### config.mk
export PLATFORM = sky130hd
export DESIGN_NAME = instr_seq
export DESIGN_NICKNAME = d
export VERILOG_FILES = /design/src/rtl/seq_pkg.sv /design/src/rtl/seq_alu.sv /design/src/rtl/seq_psw.sv /design/src/rtl/seq_core.sv /design/src/rtl/instr_seq.sv
export SDC_FILE = /design/constraint.sdc
export NUM_CORES = 1
export LEC_CHECK = 0
export ABC_AREA = 0
export CAP_MARGIN = 30
export CORE_ASPECT_RATIO = 0.9
export CORE_MARGIN = 2
export CORE_UTILIZATION = 32
export DETAILED_ROUTE_END_ITERATION = 8
export DONT_BUFFER_PORTS = 1
export PLACE_DENSITY = 0.54
export SETUP_SLACK_MARGIN = 0.3
export SYNTH_ARGS = -nofsm -noshare
export SYNTH_HDL_FRONTEND = slang
export SYNTH_SLANG_ARGS = --single-unit
### constraint.sdc
create_clock -name clk -period 6.9 [get_ports clk]
set_clock_uncertainty 0.2 [all_clocks]
set_input_delay 0.345 -clock clk [delete_from_list [all_inputs] [get_ports clk]]
set_output_delay 0.345 -clock clk [all_outputs]
set_load 0.03 [all_outputs]
### src/rtl/seq_pkg.sv
package seq_pkg;

    typedef enum logic [3:0] {
        S_FETCH_ADDR,
        S_FETCH_RD,
        S_FETCH_IR,
        S_IND_ADDR,
        S_IND_RD,
        S_EXEC_ADDR,
        S_EXEC_RD,
        S_EXEC_OP,
        S_EXEC_WR,
        S_INT_ENTER,
        S_INT_WR,
        S_INT_VEC
    } seq_state_e;

    typedef enum logic [1:0] {
        OP_LOAD  = 2'd0,
        OP_STORE = 2'd1,
        OP_ADD   = 2'd2,
        OP_JUMP  = 2'd3
    } seq_op_e;

    localparam int PSW_W = 5;

    // bit order matters: zero at bit 0, carry 1, sign 2, overflow 3
    typedef struct packed {
        logic ovf;
        logic sgn;
        logic cy;
        logic zr;
    } seq_flags_t;

endpackage

### src/rtl/seq_alu.sv
module seq_alu
    import seq_pkg::*;
#(
    parameter int DW = 16
) (
    input  logic [DW-1:0] a_i,
    input  logic [DW-1:0] b_i,
    output logic [DW-1:0] sum_o,
    output seq_flags_t    flags_o
);

    logic [DW:0] wide;

    always_comb begin
        wide          = {1'b0, a_i} + {1'b0, b_i};
        sum_o         = wide[DW-1:0];
        flags_o.zr    = (wide[DW-1:0] == '0);
        flags_o.cy    = wide[DW];
        flags_o.sgn   = wide[DW-1];
        flags_o.ovf   = (a_i[DW-1] == b_i[DW-1]) && (wide[DW-1] != a_i[DW-1]);
    end

endmodule

### src/rtl/seq_psw.sv
module seq_psw
    import seq_pkg::*;
(
    input  logic             clk,
    input  logic             rst_n,
    input  logic             flag_we_i,
    input  seq_flags_t       flags_i,
    input  logic             ie_set_i,
    input  logic             ie_clr_i,
    output logic [PSW_W-1:0] psw_o,
    output logic             ie_o
);

    typedef struct packed {
        logic       ie;
        seq_flags_t fl;
    } psw_t;

    psw_t psw_d, psw_q;

    always_comb begin
        psw_d = psw_q;
        if (flag_we_i) begin
            psw_d.fl = flags_i;
        end
        if (ie_clr_i) begin
            psw_d.ie = 1'b0;
        end else if (ie_set_i) begin
            psw_d.ie = 1'b1;
        end
    end

    always_ff @(posedge clk) begin
        if (!rst_n) begin
            psw_q <= '0;
        end else begin
            psw_q <= psw_d;
        end
    end

    assign psw_o = psw_q;
    assign ie_o  = psw_q.ie;


    ie_clear_chk: assert property (@(posedge clk) disable iff (!rst_n)
        ie_clr_i |=> !ie_o);


    ie_set_chk: assert property (@(posedge clk) disable iff (!rst_n)
        (ie_set_i && !ie_clr_i) |=> ie_o);


    flags_hold_chk: assert property (@(posedge clk) disable iff (!rst_n)
        !flag_we_i |=> $stable(psw_o[3:0]));

endmodule

### src/rtl/seq_core.sv
module seq_core
    import seq_pkg::*;
#(
    parameter int          DW       = 16,
    parameter int          AW       = 8,
    parameter int unsigned ISR_ADDR = 'hC0,
    parameter int unsigned SP_INIT  = 'hF0
) (
    input  logic          clk,
    input  logic          rst_n,
    input  logic [DW-1:0] mem_rdata_i,
    input  logic          mem_rdy_i,
    input  logic          irq_i,
    input  logic          ie_i,
    input  logic [DW-1:0] alu_sum_i,
    output logic [AW-1:0] mem_addr_o,
    output logic [DW-1:0] mem_wdata_o,
    output logic          mem_rd_o,
    output logic          mem_wr_o,
    output logic [DW-1:0] alu_a_o,
    output logic [DW-1:0] alu_b_o,
    output logic          flag_we_o,
    output logic          ie_clr_o,
    output logic [AW-1:0] pc_o,
    output logic [DW-1:0] acc_o
);

    localparam int IND_BIT = DW - 3;
    localparam int IRW     = AW + 3;
    localparam int PAD     = DW - AW;
    localparam logic [AW-1:0] ISR_VEC = AW'(ISR_ADDR);
    localparam logic [AW-1:0] SP_RST  = AW'(SP_INIT);

    typedef struct packed {
        seq_state_e     state;
        logic [AW-1:0]  pc;
        logic [AW-1:0]  mar;
        logic [AW-1:0]  sp;
        logic [IRW-1:0] ir;
        logic [DW-1:0]  mbr;
        logic [DW-1:0]  acc;
    } core_t;

    core_t   core_d, core_q;
    seq_op_e op;
    logic    ir_ind;
    logic    take_int;
    seq_state_e after_exec;

    assign op         = seq_op_e'(core_q.ir[IRW-1 -: 2]);
    assign ir_ind     = core_q.ir[IRW-3];
    assign take_int   = irq_i && ie_i;
    assign after_exec = take_int ? S_INT_ENTER : S_FETCH_ADDR;

    always_comb begin
        core_d    = core_q;
        mem_rd_o  = 1'b0;
        mem_wr_o  = 1'b0;
        flag_we_o = 1'b0;
        ie_clr_o  = 1'b0;
        case (core_q.state)
            S_FETCH_ADDR: begin
                core_d.mar   = core_q.pc;
                core_d.pc    = core_q.pc + AW'(1);
                core_d.state = S_FETCH_RD;
            end
            S_FETCH_RD: begin
                mem_rd_o = 1'b1;
                if (mem_rdy_i) begin
                    core_d.mbr   = mem_rdata_i;
                    core_d.state = S_FETCH_IR;
                end
            end
            S_FETCH_IR: begin
                core_d.ir    = {core_q.mbr[DW-1 -: 3], core_q.mbr[AW-1:0]};
                core_d.state = core_q.mbr[IND_BIT] ? S_IND_ADDR : S_EXEC_ADDR;
            end
            S_IND_ADDR: begin
                core_d.mar   = core_q.ir[AW-1:0];
                core_d.state = S_IND_RD;
            end
            S_IND_RD: begin
                mem_rd_o = 1'b1;
                if (mem_rdy_i) begin
                    core_d.mbr   = mem_rdata_i;
                    core_d.state = S_EXEC_ADDR;
                end
            end
            S_EXEC_ADDR: begin
                core_d.mar = ir_ind ? core_q.mbr[AW-1:0] : core_q.ir[AW-1:0];
                case (op)
                    OP_JUMP: begin
                        core_d.pc    = core_d.mar;
                        core_d.state = after_exec;
                    end
                    OP_STORE: begin
                        core_d.mbr   = core_q.acc;
                        core_d.state = S_EXEC_WR;
                    end
                    default: begin
                        core_d.state = S_EXEC_RD;
                    end
                endcase
            end
            S_EXEC_RD: begin
                mem_rd_o = 1'b1;
                if (mem_rdy_i) begin
                    core_d.mbr   = mem_rdata_i;
                    core_d.state = S_EXEC_OP;
                end
            end
            S_EXEC_OP: begin
                if (op == OP_ADD) begin
                    core_d.acc = alu_sum_i;
                    flag_we_o  = 1'b1;
                end else begin
                    core_d.acc = core_q.mbr;
                end
                core_d.state = after_exec;
            end
            S_EXEC_WR: begin
                mem_wr_o = 1'b1;
                if (mem_rdy_i) begin
                    core_d.state = after_exec;
                end
            end
            S_INT_ENTER: begin
                core_d.mbr   = {{PAD{1'b0}}, core_q.pc};
                core_d.sp    = core_q.sp - AW'(1);
                core_d.mar   = core_q.sp - AW'(1);
                ie_clr_o     = 1'b1;
                core_d.state = S_INT_WR;
            end
            S_INT_WR: begin
                mem_wr_o = 1'b1;
                if (mem_rdy_i) begin
                    core_d.state = S_INT_VEC;
                end
            end
            S_INT_VEC: begin
                core_d.pc    = ISR_VEC;
                core_d.state = S_FETCH_ADDR;
            end
            default: begin
                core_d.state = S_FETCH_ADDR;
            end
        endcase
    end

    always_ff @(posedge clk) begin
        if (!rst_n) begin
            core_q       <= '0;
            core_q.state <= S_FETCH_ADDR;
            core_q.sp    <= SP_RST;
        end else begin
            core_q <= core_d;
        end
    end

    assign mem_addr_o  = core_q.mar;
    assign mem_wdata_o = core_q.mbr;
    assign alu_a_o     = core_q.acc;
    assign alu_b_o     = core_q.mbr;
    assign pc_o        = core_q.pc;
    assign acc_o       = core_q.acc;


    rd_wr_excl_chk: assert property (@(posedge clk) disable iff (!rst_n)
        !(mem_rd_o && mem_wr_o));


    rd_hold_chk: assert property (@(posedge clk) disable iff (!rst_n)
        (mem_rd_o && !mem_rdy_i) |=> (mem_rd_o && $stable(mem_addr_o)));


    wr_hold_chk: assert property (@(posedge clk) disable iff (!rst_n)
        (mem_wr_o && !mem_rdy_i) |=> (mem_wr_o && $stable(mem_addr_o) && $stable(mem_wdata_o)));


    pc_step_chk: assert property (@(posedge clk) disable iff (!rst_n)
        (core_q.state == S_FETCH_ADDR) |=> (pc_o == $past(pc_o) + AW'(1)));


    int_boundary_chk: assert property (@(posedge clk) disable iff (!rst_n)
        (core_q.state == S_INT_ENTER) |-> (ie_i &&
            ($past(core_q.state) == S_EXEC_ADDR || $past(core_q.state) == S_EXEC_OP ||
             $past(core_q.state) == S_EXEC_WR)));


    sp_slot_chk: assert property (@(posedge clk) disable iff (!rst_n)
        (core_q.state == S_INT_WR) |-> (mem_addr_o == core_q.sp));


    vector_chk: assert property (@(posedge clk) disable iff (!rst_n)
        (core_q.state == S_INT_VEC) |=> (pc_o == ISR_VEC));

endmodule

### src/rtl/instr_seq.sv
module instr_seq
    import seq_pkg::*;
#(
    parameter int          DW       = 16,
    parameter int          AW       = 8,
    parameter int unsigned ISR_ADDR = 'hC0,
    parameter int unsigned SP_INIT  = 'hF0
) (
    input  logic             clk,
    input  logic             rst_n,
    output logic [AW-1:0]    mem_addr,
    output logic [DW-1:0]    mem_wdata,
    input  logic [DW-1:0]    mem_rdata,
    output logic             mem_rd,
    output logic             mem_wr,
    input  logic             mem_rdy,
    input  logic             irq,
    input  logic             ie_set,
    output logic [AW-1:0]    pc_o,
    output logic [DW-1:0]    acc_o,
    output logic [PSW_W-1:0] psw_o
);

    logic [DW-1:0] alu_a, alu_b, alu_sum;
    seq_flags_t    alu_flags;
    logic          flag_we, ie_clr, ie_q;

    seq_core #(
        .DW       (DW),
        .AW       (AW),
        .ISR_ADDR (ISR_ADDR),
        .SP_INIT  (SP_INIT)
    ) u_core (
        .clk         (clk),
        .rst_n       (rst_n),
        .mem_rdata_i (mem_rdata),
        .mem_rdy_i   (mem_rdy),
        .irq_i       (irq),
        .ie_i        (ie_q),
        .alu_sum_i   (alu_sum),
        .mem_addr_o  (mem_addr),
        .mem_wdata_o (mem_wdata),
        .mem_rd_o    (mem_rd),
        .mem_wr_o    (mem_wr),
        .alu_a_o     (alu_a),
        .alu_b_o     (alu_b),
        .flag_we_o   (flag_we),
        .ie_clr_o    (ie_clr),
        .pc_o        (pc_o),
        .acc_o       (acc_o)
    );

    seq_alu #(.DW(DW)) u_alu (
        .a_i     (alu_a),
        .b_i     (alu_b),
        .sum_o   (alu_sum),
        .flags_o (alu_flags)
    );

    seq_psw u_psw (
        .clk       (clk),
        .rst_n     (rst_n),
        .flag_we_i (flag_we),
        .flags_i   (alu_flags),
        .ie_set_i  (ie_set),
        .ie_clr_i  (ie_clr),
        .psw_o     (psw_o),
        .ie_o      (ie_q)
    );

endmodule

==> metrics.yaml <==
routing:
  viasPerCell: 5.82
  postRouteAntennaNets: 0
  wirelength_um: 15600
  drt-initial-drc-count: 392
  drc: 0
  wl_per_cell_um: 19.0
  vias: 4770
  drt_first_pass_iters: 5
timing:
  worst_slew_pin_slew_ns: 0.907
  fin_crit_ns: 3.38
  hold_ws_ns: 0.0437
  rsz0062_at_grt: "false"
  finalHoldViolations: 0
  setup_tns_ns: 0
  fin_crit_sh: 0.490
  slew_headroom: 0.393
  finalSetupViolations: 0
  fmax_mhz: 296
  slew_violations: 0
grt:
  grt_usage: 0.185
  top_usage_layer: "met2"
  overflow: 0
  grt_max_degree: 46
  met1_usage: 0.236
  grt_pass1_vias: 4431
  grtUsageMet3: 0.0590
  antenna_found_initial: 0
  grt_pass1_wl_um: 24300
  grt_use_met2: 0.295
synthesis:
  ys_types: 66
  syn_area_sq_um: 5110
  yosys.area.top_type: "dfxtp_1"
  ys_warn_count: 0
  async_reset_ff_frac: 0
  ys_seq_area_frac: 0.298
  synth_top_cell_area_share: 0.298
  synth_area_leaders: "dfxtp_1, buf_4, nand2_1"
  synthFlopType: "dfxtp_1"
  syn_nets: 726
  synth-edff-count: 0
  synth.avg_cell_area_sq_um: 7.45
  ys_ff_latch: 76
  synthCells: 686
final_layout:
  nets: 652
  layout-drive-gt1-share: 0.0551
  finalInstanceArea_sq_um: 5230
  diodes: 0
  area_delta_synth_final_pct: 2.28
  final_common_cell: "nand2_1"
  fill_cells: 1655
  utilization: 0.337
  final_cell_mix: "nand2_1, dfxtp_1, nor2_1, a21oi_1, o21ai_0"
placed_design:
  portBuffers: 0
  placed_cell_area_sq_um: 4860
  routabilityCongestion: 0.926
  hpwl_um: 11100
floorplan:
  ioPinCount: 76
  die_x_um: 137
  coreArea_sq_um: 15500
  die_h_um: 124
  die_area_sq_um: 17000
  rows: 43
  start_util: 0.330
clocking:
  cts_root_buffer: "clkbuf_16"
  postCtsSetupBuffers: 0
  htree_num_levels: 3
  cts_resized: 0
  numCtsBuffers: 9
  cts_tree: "built"
  insertion_delay_ns: 0.35
  clkTransAtPathRegs_ns: 0.06
  cts_sinks: 76
  clk_path_buf_depth: 2
  cts_hold_buf: 2
power:
  ir_worst_vdd_mv: 0.150
  power.leakage_uw: 0.00183
  power-per-cell-area_nw_per_um2: 278
setup_path:
  path_class: "reg -> reg"
  cp_cell_sequence: "ha_1 -> inv_1 -> fa_1 -> nor2b_1 -> o31a_1 -> a21oi_1 -> or4_1 -> a2111oi_2 -> o2111ai_1 -> o31ai_2"
  slowest_stage: "dfxtp_1"
  end_kind: "flip-flop"
  critPathLaunchType: "flip-flop"
  critPathMaxFanout: 6
  cpPeakStageDelay_ns: 0.61
  cp.required_ns: 6.97
  arrival_ns: 3.45
run_status:
  status: "completed"
job:
  max_cap_viol_count: 0
min_path:
  min_path_type: "in -> reg"
==> kinds of logic (layout without fill, tap and decap cells) <==
kind of cell	after synthesis	after routing	synth area share
AND/OR/NAND/NOR	245	245	0.221
adder cells (fa/ha/maj)	19	19	0.0480
flip-flops	76	76	0.298
AO/OA/AOI/OAI	211	211	0.266
buffers and inverters	106	37	0.114
multiplexers	10	10	0.0203
XOR/XNOR	19	19	0.0326
==> cells in the mapped netlist, drive strengths merged (8+ instances only) <==
library cell and count:
xor2 12, dfxtp 76, nor3 13, a21oi 59, nand2 86, inv 14
o211ai 15, buf 54, a22oi 10, and3 8, nor2 69, a211oi 14
or3 11, nand3 18, nand2b 10, clkbuf 38, a31oi 12, ha 18
o21ai 52
==> registers in the layout (all words and copies together) (netlist names) <==
register / flops
u_core.core_q: 23
u_psw.ie_o: 1
u_core.acc_o: 16
u_core.pc_o: 8
u_psw.psw_o: 4
u_core.alu_b_o: 16
u_core.mem_addr_o: 8
==> power breakdown <==
group	switching, uW	internal, uW	leakage [uW]
combinational	190	112	0.00105
sequential	150	479	0.000619
clock	197	327	0.000153
total	537	918	0.00183
==> critical path: cells and delay by family, from the launching register on <==
family                   cells  cell delay (ns)
AO/OA/AOI/OAI                5             0.99
adder cells (fa/ha/maj)      2             0.66
buffers and inverters        1             0.06
flip-flops                   1             0.61
AND/OR/NAND/NOR              2             0.78
==> per-stage QoR <==
step	worst slack, ns	total power (uW)	std cells
after floorplan	4.08	888	686
after global placement	3.66	917	800
after detailed placement	3.54	926	800
after CTS	3.51	1460	818
after global routing	3.34	1530	819
final	3.52	1450	819
==> worst paths after layout <==
path                            slack (ns)                end              start  cells past startpoint
worst max-delay path                  3.52     u_psw.psw_o[0]  u_core.alu_b_o[0]                     10
worst min-delay path                  0.04  u_core.core_q[47]              rst_n                      2
worst max register to register        3.52     u_psw.psw_o[0]  u_core.alu_b_o[0]                     10
worst min register to register        0.29  u_core.core_q[38]  u_core.core_q[38]                      2
==> layout make-up <==
type / count / area [sq um] / area share
Multi-Input combinational cell: 504 / 3010 / 0.575
Clock buffer: 12 / 246 / 0.0472
Clock inverter: 4 / 72.6 / 0.0139
Sequential cell: 76 / 1520 / 0.291
Timing Repair Buffer: 7 / 75.1 / 0.0144
Inverter: 14 / 52.6 / 0.0101
Tap cell: 202 / 253 / 0.0483
==> layer usage <==
| layer | part of all wire | vias to the layer above |
|---|---|---|
| li1 | - | 2268 |
| met1 | 0.45 | 2288 |
| met2 | 0.45 | 188 |
| met3 | 0.081 | 26 |
| met4 | 0.017 | 0 |
| met5 | 0 | - |
Power figures use the tool's default switching activity.
